<file path="src/rtl/tcu_pkg.sv">
package tcu_pkg;
  typedef enum logic [1:0] {
    CFG_CODE  = 2'd0,
    CFG_WIDTH = 2'd1,
    CFG_MAP   = 2'd2,
    CFG_NONE  = 2'd3
  } cfg_sel_e;
endpackage

</file>
<file path="src/rtl/tcu_in_qual.sv">
module tcu_in_qual #(
  parameter int QUAL_CYC = 50
) (
  input  logic clk,
  input  logic rst_n,
  input  logic din,
  output logic hit
);
  localparam int CW = $clog2(QUAL_CYC + 1);

  logic          s1_q, s2_q;
  logic          done_q, done_d;
  logic [CW-1:0] cnt_q, cnt_d;
  logic          hit_q, hit_d;

  always_comb begin
    cnt_d  = cnt_q;
    done_d = done_q;
    hit_d  = 1'b0;
    if (!s2_q) begin
      cnt_d  = '0;
      done_d = 1'b0;
    end else if (!done_q) begin
      if (cnt_q == CW'(QUAL_CYC - 1)) begin
        hit_d  = 1'b1;
        done_d = 1'b1;
      end else begin
        cnt_d = cnt_q + 1'b1;
      end
    end
  end

  always_ff @(posedge clk or negedge rst_n) begin
    if (!rst_n) begin
      s1_q   <= 1'b0;
      s2_q   <= 1'b0;
      cnt_q  <= '0;
      done_q <= 1'b0;
      hit_q  <= 1'b0;
    end else begin
      s1_q   <= din;
      s2_q   <= s1_q;
      cnt_q  <= cnt_d;
      done_q <= done_d;
      hit_q  <= hit_d;
    end
  end

  assign hit = hit_q;

  AST_QUAL_HIGH: assert property (@(posedge clk) disable iff (!rst_n)
    hit_q |-> $past(s2_q) && !$past(done_q));
  AST_QUAL_ONCE: assert property (@(posedge clk) disable iff (!rst_n)
    hit_q |=> !hit_q);
endmodule

</file>
<file path="src/rtl/tcu_evt_arb.sv">
module tcu_evt_arb #(
  parameter int NCH    = 8,
  parameter int CODE_W = 8
) (
  input  logic                         clk,
  input  logic                         rst_n,
  input  logic [NCH-1:0]               hit,
  input  logic [NCH-1:0][CODE_W-1:0]   codes,
  input  logic                         full,
  output logic                         push,
  output logic [CODE_W-1:0]            push_code
);
  logic [NCH-1:0] pend_q, pend_d, grant;

  always_comb begin
    grant = full ? '0 : (pend_q & (~pend_q + NCH'(1)));
    pend_d = (pend_q & ~grant) | hit;
    push = |grant;
    push_code = '0;
    for (int i = 0; i < NCH; i++) begin
      if (grant[i]) push_code = push_code | codes[i];
    end
  end

  always_ff @(posedge clk or negedge rst_n) begin
    if (!rst_n) pend_q <= '0;
    else        pend_q <= pend_d;
  end

  AST_ONE_GRANT: assert property (@(posedge clk) disable iff (!rst_n)
    $onehot0(grant));
  AST_PEND_HELD: assert property (@(posedge clk) disable iff (!rst_n)
    ((pend_q & ~grant) != '0) |=> ((pend_q & $past(pend_q & ~grant)) == $past(pend_q & ~grant)));
endmodule

</file>
<file path="src/rtl/tcu_fifo.sv">
module tcu_fifo #(
  parameter int DEPTH = 16,
  parameter int W     = 8
) (
  input  logic         clk,
  input  logic         rst_n,
  input  logic         push,
  input  logic [W-1:0] wdata,
  input  logic         pop_req,
  output logic         full,
  output logic         nempty,
  output logic [W-1:0] rdata
);
  localparam int AW = $clog2(DEPTH);

  logic [W-1:0]  mem [DEPTH];
  logic [AW-1:0] wr_q, wr_d, rd_q, rd_d;
  logic [AW:0]   cnt_q, cnt_d;
  logic          pop, wr_en;

  assign full   = (cnt_q == (AW+1)'(DEPTH));
  assign nempty = (cnt_q != '0);
  assign pop    = pop_req && nempty;
  assign wr_en  = push && !full;
  assign rdata  = mem[rd_q];

  always_comb begin
    wr_d  = wr_en ? wr_q + 1'b1 : wr_q;
    rd_d  = pop ? rd_q + 1'b1 : rd_q;
    cnt_d = cnt_q;
    if (wr_en && !pop)      cnt_d = cnt_q + 1'b1;
    else if (!wr_en && pop) cnt_d = cnt_q - 1'b1;
  end

  always_ff @(posedge clk) begin
    if (wr_en) mem[wr_q] <= wdata;
  end

  always_ff @(posedge clk or negedge rst_n) begin
    if (!rst_n) begin
      wr_q  <= '0;
      rd_q  <= '0;
      cnt_q <= '0;
    end else begin
      wr_q  <= wr_d;
      rd_q  <= rd_d;
      cnt_q <= cnt_d;
    end
  end

  AST_NO_OVERFLOW: assert property (@(posedge clk) disable iff (!rst_n)
    push |-> !full);
  AST_POP_DEC: assert property (@(posedge clk) disable iff (!rst_n)
    (pop && !push) |=> (cnt_q == $past(cnt_q) - 1'b1));
endmodule

</file>
<file path="src/rtl/tcu_pulse_timer.sv">
module tcu_pulse_timer #(
  parameter int US_CYC  = 100,
  parameter int WIDTH_W = 20
) (
  input  logic               clk,
  input  logic               rst_n,
  input  logic               fire,
  input  logic [WIDTH_W-1:0] width,
  output logic               trig
);
  localparam int SW = $clog2(US_CYC + 1);

  logic               act_q, act_d;
  logic [WIDTH_W-1:0] left_q, left_d, w_eff;
  logic [SW-1:0]      sub_q, sub_d;

  assign w_eff = (width == '0) ? WIDTH_W'(1) : width;

  always_comb begin
    act_d  = act_q;
    left_d = left_q;
    sub_d  = sub_q;
    if (fire) begin
      act_d  = 1'b1;
      left_d = w_eff - 1'b1;
      sub_d  = SW'(US_CYC - 1);
    end else if (act_q) begin
      if (sub_q == '0) begin
        if (left_q == '0) begin
          act_d = 1'b0;
        end else begin
          left_d = left_q - 1'b1;
          sub_d  = SW'(US_CYC - 1);
        end
      end else begin
        sub_d = sub_q - 1'b1;
      end
    end
  end

  always_ff @(posedge clk or negedge rst_n) begin
    if (!rst_n) begin
      act_q  <= 1'b0;
      left_q <= '0;
      sub_q  <= '0;
    end else begin
      act_q  <= act_d;
      left_q <= left_d;
      sub_q  <= sub_d;
    end
  end

  assign trig = act_q;

  AST_FIRE_HIGH: assert property (@(posedge clk) disable iff (!rst_n)
    fire |=> trig);
  AST_IDLE_STAYS: assert property (@(posedge clk) disable iff (!rst_n)
    (!trig && !fire) |=> !trig);

  if (US_CYC > 1) begin : g_min
    AST_PULSE_MIN: assert property (@(posedge clk) disable iff (!rst_n)
      $rose(trig) |=> trig);
  end
endmodule

</file>
<file path="src/rtl/trig_chan_unit.sv">
module trig_chan_unit
  import tcu_pkg::*;
#(
  parameter int NCH      = 8,
  parameter int CODE_W   = 8,
  parameter int WIDTH_W  = 20,
  parameter int QUAL_CYC = 50,
  parameter int US_CYC   = 100,
  parameter int QDEPTH   = 16
) (
  input  logic               clk,
  input  logic               rst_n,
  input  logic [NCH-1:0]     chan_in,
  input  logic               cfg_we,
  input  logic [1:0]         cfg_sel,
  input  logic [CODE_W-1:0]  cfg_addr,
  input  logic [WIDTH_W-1:0] cfg_data,
  input  logic               rx_valid,
  input  logic [CODE_W-1:0]  rx_code,
  output logic               evt_out_valid,
  output logic [CODE_W-1:0]  evt_out_code,
  input  logic               evt_out_ready,
  output logic [NCH-1:0]     trig_out
);
  localparam int CHI_W     = $clog2(NCH);
  localparam int MAP_DEPTH = 2 ** CODE_W;

  logic rst_s1_q, rst_s2_q, rst_i;
  always_ff @(posedge clk or negedge rst_n) begin
    if (!rst_n) begin
      rst_s1_q <= 1'b0;
      rst_s2_q <= 1'b0;
    end else begin
      rst_s1_q <= 1'b1;
      rst_s2_q <= rst_s1_q;
    end
  end
  assign rst_i = rst_s2_q;

  cfg_sel_e               sel;
  logic                   code_we, width_we, map_we;
  logic [CHI_W-1:0]       ch_idx;
  assign sel      = cfg_sel_e'(cfg_sel);
  assign code_we  = cfg_we && (sel == CFG_CODE);
  assign width_we = cfg_we && (sel == CFG_WIDTH);
  assign map_we   = cfg_we && (sel == CFG_MAP);
  assign ch_idx   = cfg_addr[CHI_W-1:0];

  logic [NCH-1:0][CODE_W-1:0]  code_q;
  logic [NCH-1:0][WIDTH_W-1:0] width_q;

  for (genvar g = 0; g < NCH; g++) begin : g_cfg
    always_ff @(posedge clk or negedge rst_i) begin
      if (!rst_i) begin
        code_q[g]  <= CODE_W'(g);
        width_q[g] <= WIDTH_W'(1);
      end else begin
        if (code_we && (ch_idx == CHI_W'(g)))  code_q[g]  <= cfg_data[CODE_W-1:0];
        if (width_we && (ch_idx == CHI_W'(g))) width_q[g] <= cfg_data;
      end
    end
  end

  logic [NCH-1:0] hit;
  for (genvar g = 0; g < NCH; g++) begin : g_in
    tcu_in_qual #(.QUAL_CYC(QUAL_CYC)) u_qual (
      .clk(clk), .rst_n(rst_i), .din(chan_in[g]), .hit(hit[g]));
  end

  logic              q_full, q_push;
  logic [CODE_W-1:0] q_code;

  tcu_evt_arb #(.NCH(NCH), .CODE_W(CODE_W)) u_arb (
    .clk(clk), .rst_n(rst_i), .hit(hit), .codes(code_q), .full(q_full),
    .push(q_push), .push_code(q_code));

  tcu_fifo #(.DEPTH(QDEPTH), .W(CODE_W)) u_fifo (
    .clk(clk), .rst_n(rst_i), .push(q_push), .wdata(q_code),
    .pop_req(evt_out_ready), .full(q_full), .nempty(evt_out_valid),
    .rdata(evt_out_code));

  logic [NCH-1:0] map_mem [MAP_DEPTH];
  logic [NCH-1:0] rd_mask_q;
  logic           rd_vld_q;

  always_ff @(posedge clk) begin
    if (map_we)   map_mem[cfg_addr] <= cfg_data[NCH-1:0];
    if (rx_valid) rd_mask_q <= map_mem[rx_code];
  end

  always_ff @(posedge clk or negedge rst_i) begin
    if (!rst_i) rd_vld_q <= 1'b0;
    else        rd_vld_q <= rx_valid;
  end

  for (genvar g = 0; g < NCH; g++) begin : g_out
    tcu_pulse_timer #(.US_CYC(US_CYC), .WIDTH_W(WIDTH_W)) u_tmr (
      .clk(clk), .rst_n(rst_i), .fire(rd_vld_q && rd_mask_q[g]),
      .width(width_q[g]), .trig(trig_out[g]));
  end

  AST_EVT_HOLD: assert property (@(posedge clk) disable iff (!rst_i)
    (evt_out_valid && !evt_out_ready) |=> (evt_out_valid && $stable(evt_out_code)));
  AST_RESET_QUIET: assert property (@(posedge clk)
    !rst_i |-> (trig_out == '0) && !evt_out_valid);
endmodule

</file>
<file path="config.mk">
export PLATFORM = sky130hd
export DESIGN_NAME = trig_chan_unit
export DESIGN_NICKNAME = d
export VERILOG_FILES = /design/src/rtl/tcu_pkg.sv /design/src/rtl/tcu_in_qual.sv /design/src/rtl/tcu_evt_arb.sv /design/src/rtl/tcu_fifo.sv /design/src/rtl/tcu_pulse_timer.sv /design/src/rtl/trig_chan_unit.sv
export SDC_FILE = /design/constraint.sdc
export NUM_CORES = 2
export LEC_CHECK = 0
export BUFFER_PORTS_ARGS = -buffer_cell sky130_fd_sc_hd__buf_2
export CAP_MARGIN = 20
export CORE_MARGIN = 4
export CORE_UTILIZATION = 30
export CTS_CLUSTER_SIZE = 20
export DETAILED_ROUTE_END_ITERATION = 8
export PLACE_DENSITY_LB_ADDON = 0.1
export SYNTH_ARGS = -nofsm -noshare
export SYNTH_HDL_FRONTEND = slang
export SYNTH_HIERARCHICAL = 1
export SYNTH_SLANG_ARGS = --single-unit
</file>
<file path="constraint.sdc">
create_clock -name clk -period 21.9 [get_ports clk]
set_input_delay 0 -clock clk [delete_from_list [all_inputs] [get_ports clk]]
set_output_delay 0 -clock clk [all_outputs]
set_load 0.01 [all_outputs]
</file>
# [Word level (Yosys, flattened, before mapping)]
# Memories as Yosys holds them, arrays and structs flattened. A register that Yosys moved wholly into a read port is not among the register bits.
# Index checks and enable logic that the tools add are counted.
[op_classes] add_sub_neg=37 n_eq_ne=50 muxes=183 bitwise_logic=12 reduce_logical=103
[ops] cell="2-to-1 mux 20 bit" count=40
[ops] cell="zero test 20 bit" count=16
[ops] cell="subtractor 20 x 1 -> 20 bit (second input constant)" count=16
[ops] cell="2-to-1 mux 7 bit" count=32
[ops] cell="2-to-1 mux 6 bit" count=24
[ops] cell="2-to-1 mux 1 bit" count=76
[ops] cell="2-to-1 mux 8 bit" count=9
[ops] cell="bitwise OR 8 bit" count=8
[ops] cell="zero test 7 bit" count=8
[ops] cell="subtractor 7 x 1 -> 7 bit (second input constant)" count=8
[ops] cell="adder 6 x 1 -> 6 bit (second input constant)" count=8
[ops] cell="== test 6 bit (second input constant)" count=8
[ops] cell="nonzero test 2 bit" count=17
[ops] cell="!= test 2 bit (second input constant)" count=16
[ops] cell="AND reduction 2 bit" count=16
[ops] cell="logical AND 1 bit" count=31
[ops] cell="!= test 3 x 2 -> 1 bit (second input constant)" count=8
[ops] cell="AND reduction 3 bit" count=8
[ops] cell="AND 8 bit" count=2
[ops] cell="!= test 2 x 1 -> 1 bit (second input constant)" count=8
[ops] cell="NOT 8 bit" count=2
[ops] cell="== test 3 bit (second input constant)" count=4
[ops] cell="2-to-1 mux 5 bit" count=2
[ops] cell="adder 4 x 1 -> 4 bit (second input constant)" count=2
[ops] cell="13 further kinds" count=16
[totals] regBits=552 ramBits=2176 input_bits=51 wordCells=474 n_memories=2
[mem_list] memory="map_mem" depth=256 width=8 read_ports=1 rd_ports_with_merged_regs=1 wr=1 line="trig_chan_unit.sv:82" source="logic [NCH-1:0] map_mem [MAP_DEPTH];"
[mem_list] memory="u_fifo.mem" depth=16 width=8 read_ports=1 rd_ports_with_merged_regs=0 wr=1 line="tcu_fifo.sv:16" source="logic [W-1:0] mem [DEPTH];"

# [Depth between registers and ports, before layout]
[logic_depth] word_depth=19 mapped_depth=16 ltp_nobuf=11

# [By module]
# Netlist, hierarchy kept.
[modules_own_cells] mod="trig_chan_unit" n_inst=1 cells_each=4234 area_each_um2=88219.6 seq_area_each_um2=67444.7
[modules_own_cells] mod="tcu_pulse_timer at g_out[0].u_tmr ..." n_inst=5 cells_each=271 area_each_um2=2249.7 seq_area_each_um2=700.7
[modules_own_cells] mod="tcu_fifo" n_inst=1 cells_each=333 area_each_um2=5820.6 seq_area_each_um2=4169.0
[modules_own_cells] mod="tcu_in_qual" n_inst=8 cells_each=41 area_each_um2=479.2 seq_area_each_um2=250.2
[modules_own_cells] mod="tcu_pulse_timer at g_out[5].u_tmr" n_inst=1 cells_each=259 area_each_um2=2280.9 seq_area_each_um2=700.7
[modules_own_cells] mod="tcu_pulse_timer at g_out[6].u_tmr" n_inst=1 cells_each=271 area_each_um2=2212.1 seq_area_each_um2=700.7
[modules_own_cells] mod="tcu_pulse_timer at g_out[7].u_tmr" n_inst=1 cells_each=252 area_each_um2=2209.6 seq_area_each_um2=700.7
[modules_own_cells] mod="tcu_evt_arb" n_inst=1 cells_each=117 area_each_um2=943.4 seq_area_each_um2=200.2

# [Least setup slack after synthesis]
# Ideal clock, no wire load.
[synth_path] kind="register to register" from="reg rd_vld_q" to="reg g_out[6].u_tmr.left_q[14]" setup_time_ns=0.140 t_arrival_ns=3.899 required_ns=21.760 path_slack_ns=17.861 path_stages_with_launch=17 n_path_buf=7 path_cell_list="dfrtp_1 and2_1 buf_6 clkbuf_1 buf_2 clkbuf_1 buf_2 buf_1 mux2i_1 ha_1 nor4b_1 a31oi_1 or4_1 clkbuf_1 o31a_1 nor3_1 a21oi_1"
[synth_between] elab_chain_len=3
[synth_lines] element="start: declaration" line="trig_chan_unit.sv:84" source="logic rd_vld_q;"
[synth_lines] element="start signal: assignment" line="trig_chan_unit.sv:93" source="else rd_vld_q <= rx_valid;"
[synth_lines] element="logical AND 1 bit (*)" line="trig_chan_unit.sv:98" source=".clk(clk), .rst_n(rst_i), .fire(rd_vld_q && rd_mask_q[g]),"
[synth_lines] element="!= test 2 x 1 -> 1 bit (no source line) or nonzero test 2 bit (tied branches)"
[synth_lines] element="AND reduction 3 bit (no source line)"
[synth_lines] element="end signal: assignment" line="tcu_pulse_timer.sv:48" source="left_q <= left_d;"
[synth_lines] element="end: declaration" line="tcu_pulse_timer.sv:14" source="logic [WIDTH_W-1:0] left_q, left_d, w_eff;"
# Every way passes the cells marked *; elsewhere a longest branch is shown, timed or not.
# A chain may end at the register's enable or synchronous reset.

==> impl_metrics.json <==
{
  "peakVddDrop_mv": 0.144,
  "clock-sinks": 2736,
  "fin_worst_skew_ps": 61.7,
  "multi_input_area_um2": 35000,
  "port-buffer-count": 67,
  "h-tree-depth": 5,
  "core_um2": 387000,
  "pin_count": 68,
  "synth_top_area_share_pct": 56.2,
  "drc": 0,
  "crit_type": "in2reg",
  "cts_resized": 0,
  "synth_nets": 7250,
  "switching_share_pct": 25.6,
  "cp-end-kind": "register",
  "ys_warn_count": 6,
  "finalSetupTns_ps": 0,
  "hp-start": "cfg_data[7]",
  "fin_crit_sh_pct": 22.9,
  "hold_depth": 2,
  "viasPerCell": 5.14,
  "antenna_found_initial": 25,
  "cp-start-kind": "input pin",
  "pwr-share-seq_pct": 48.0,
  "drt_iter0_markers": 4791,
  "drt-total-wl_um": 344000,
  "fmax_mhz": 200,
  "cp.required_ps": 22530,
  "cp.arrival_ps": 5640,
  "grt_pass1_wl_um": 498000,
  "cts.path.max_buffers": 4,
  "reg2regPathDepth": 11,
  "cellLeakagePower_nw": 44.7,
  "die_w_um": 632,
  "grt_setup_unrepaired": "false",
  "worst_pin_slew_ps": 1450,
  "setup_viol": 0,
  "hpwl_um": 211000,
  "final-seq-area_um2": 79400,
  "cts.clk_slew.worst_paths_ps": 60,
  "slowest_delay_ps": 800,
  "synthCells": 7149,
  "dr.pass1.iters": 6,
  "synth_ff_type": "edfxtp_1",
  "cts-root-buf": "clkbuf_16",
  "busiest_layer": "met2",
  "p_int_w": 0.00950,
  "synth-seq-cells": 2736,
  "timing.slew.headroom_pct": 3.13,
  "die_area_um2": 399000,
  "synth_top_family_by_area": "multiplexers",
  "final_nets": 7480,
  "grt_pass1_vias": 67600,
  "hold_path.class": "in2reg",
  "use_met2_pct": 27.7,
  "synth_area_leader_cell": "edfxtp_1",
  "synth_xor_area_share_pct": 1.42,
  "syn_area_um2": 117000,
  "finalWeightedCongestion": 0.789,
  "layout-drive-gt1-share_pct": 21.2,
  "placementRows": 228,
  "numCtsBuffers": 321,
  "syn_area_per_cell_um2": 16.3,
  "path_common_cell": "buf_4",
  "initial_core_util_pct": 30.2,
  "synthDistinctLibCells": 112,
  "synth_mux_area_share_pct": 13.6,
  "area_growth_syn_to_layout_pct": 14.7,
  "combinationalPowerShare_pct": 10.4,
  "p_sw_w": 0.00326,
  "fp.dieH_um": 632,
  "wl_per_cell_um": 26.8,
  "fillCellCount": 36800,
  "place_inst": 12200,
  "synth_fa_ha_area_share_pct": 0.542,
  "cts_tree": "built",
  "grt_usage_pct": 16.8,
  "crit_start": "rx_code[0]",
  "powerDensity_nw_per_um2": 95.3,
  "synth-simple-area-share_pct": 7.65,
  "seq_area_frac_synth_pct": 68.0,
  "synth_edf_count": 2184,
  "cp_cell_sequence": "buf_8 > buf_4 > buf_4 > buf_12 > buf_4 > mux4_2 > a22oi_1 > a21oi_1 > nor4_1 > nor4_2",
  "hold_viol": 0,
  "gr-usage-met1_pct": 23.6,
  "vias": 65900,
  "max_cap_viol_count": 0,
  "synthArstFlopShare_pct": 20.2,
  "critical-path-slowest-cell": "nor4_1",
  "post-route-min-period_ps": 5010,
  "worst-path-max-fanout": 91,
  "synth_compound_area_share_pct": 6.53,
  "instances_no_fill": 12800,
  "grt_start_max_net_pins": 138,
  "gr-total-overflow": 0,
  "final_cell_mix": "edfxtp_1, nor2_1, dfrtp_1",
  "clock_power_share_pct": 41.6,
  "gr-usage-met3_pct": 2.08,
  "worstSkewPairLatency_ps": 910,
  "r2r_start": "width_q[129]",
  "synth.top_cells.by_area": "edfxtp_1, dfrtp_1, mux4_2",
  "final_common_cell": "edfxtp_1",
  "drtAntennaViolNets": 0,
  "status": "finished clean",
  "drv_slew": 0
}
==> metal layers <==
layer  wire [um]  part of all wire [%]  vias to the layer above
li1            -                     -                    29100
met1      157000                    46                    35000
met2      165000                    48                     1345
met3       14000                   4.1                      435
met4        8510                   2.5                        4
met5          27                0.0078                        -
==> worst paths after layout <==
path	slack, ps	endpoint
setup / recovery	16890	rd_mask_q[4]
hold / removal	90	map_mem[85][7]
setup reg to reg	17810	g_out[6].u_tmr/left_q[18]
hold reg to reg	350	g_in[4].u_qual/s2_q
min in group asynchronous	420	g_out[5].u_tmr/left_q[4]
max in group asynchronous	18430	code_q[25]
==> kinds of logic (layout without fill, tap and decap cells) <==
family          after synthesis  count (layout)
compound gates             1052            1052
xor+xnor                    189             189
fa+ha+maj                    50              50
buf+inv                     458             946
flops                      2736            2736
mux                         974             974
other cells                   1               7
simple gates               1689            1689
==> state kept, by name, summed over array words and instances (netlist names) <==
name	count
g_in.u_qual/s1_q	8
width_q	160
u_fifo/wr_q	4
g_in.u_qual/s2_q	8
g_in.u_qual/cnt_q	48
u_fifo/cnt_q	5
rd_vld_q	1
g_in.u_qual/done_q	8
g_in.u_qual/hit	8
g_out.u_tmr/sub_q	56
u_arb/pend_q	8
rst_i	1
rd_mask_q	8
code_q	64
map_mem	2048
u_fifo/rd_q	4
g_out.u_tmr/left_q	160
u_fifo/mem	128
g_out.u_tmr/trig	8
rst_s1_q	1
==> stage by stage <==
stage / total power, W / setup slack, ps / cell area (um2) / hold WS [ps] / utilization (%)
floorplan: 0.00709 / 5410 / 117000 / -296 / -
global placement: 0.00755 / 15760 / 123000 / -199 / 31.8
detailed placement: 0.00757 / 15820 / 123000 / -201 / 31.8
CTS: 0.0130 / 16800 / 134000 / 0.640 / 34.6
global route: 0.0133 / 16520 / 134000 / 71.9 / 34.6
finish: 0.0128 / 16890 / 134000 / 86.6 / 34.6
==> power groups by stage <==
stage / logic [W] / registers (W) / clock network [W]
6_report: 0.00133 / 0.00613 / 0.00531
3_5_place_dp: 0.00134 / 0.00623 / 0
2_1_floorplan: 0.000953 / 0.00613 / 0
4_1_cts: 0.00135 / 0.00613 / 0.00548
3_3_place_gp: 0.00132 / 0.00623 / 0
5_1_grt: 0.00147 / 0.00616 / 0.00568
==> final cells by class <==
type / count / share of cell area, %
clock inverter: 154 / 1.18
tap: 5175 / 4.83
antenna: 6 / 0.0112
inverter: 59 / 0.165
multi-input combinational: 3955 / 26.1
clock buffer: 427 / 6.51
sequential: 2736 / 59.3
timing repair buffer: 306 / 1.85
==> cell usage after synthesis (all sizes together) (20+ instances only) <==
cell	n
edfxtp	2184
nand3	91
inv	58
nor3b	22
a211oi	27
and2	32
a22o	24
mux4	469
or3	54
o311ai	22
mux2	251
nor2b	69
nand2b	39
or4	41
o221ai	47
mux2i	254
nand4	22
buf	203
a22oi	180
nor3	202
nor4	125
o21ai	184
o22a	20
dfrtp	532
a21o	41
or3b	32
xnor2	98
a221oi	41
and3	38
dfstp	20
o211ai	54
a221o	24
ha	49
a21oi	177
clkbuf	196
nand3b	23
o22ai	64
xor2	91
nor2	550
nand2	273
==> critical path, delay by kind of cell <==
family | cells | cell delay, ps
AO/OA/AOI/OAI | 2 | 600
buffers and inverters | 5 | 3190
multiplexers | 1 | 570
AND/OR/NAND/NOR | 2 | 920
==> timing repair <==
item | 4_1_cts | 5_1_grt
endpoints found under the hold margin | 1079 | 34
hold buffers | 50 | 2
buffers inserted | 0 | 0
No activity file was read; power rests on OpenSTA's default activity.
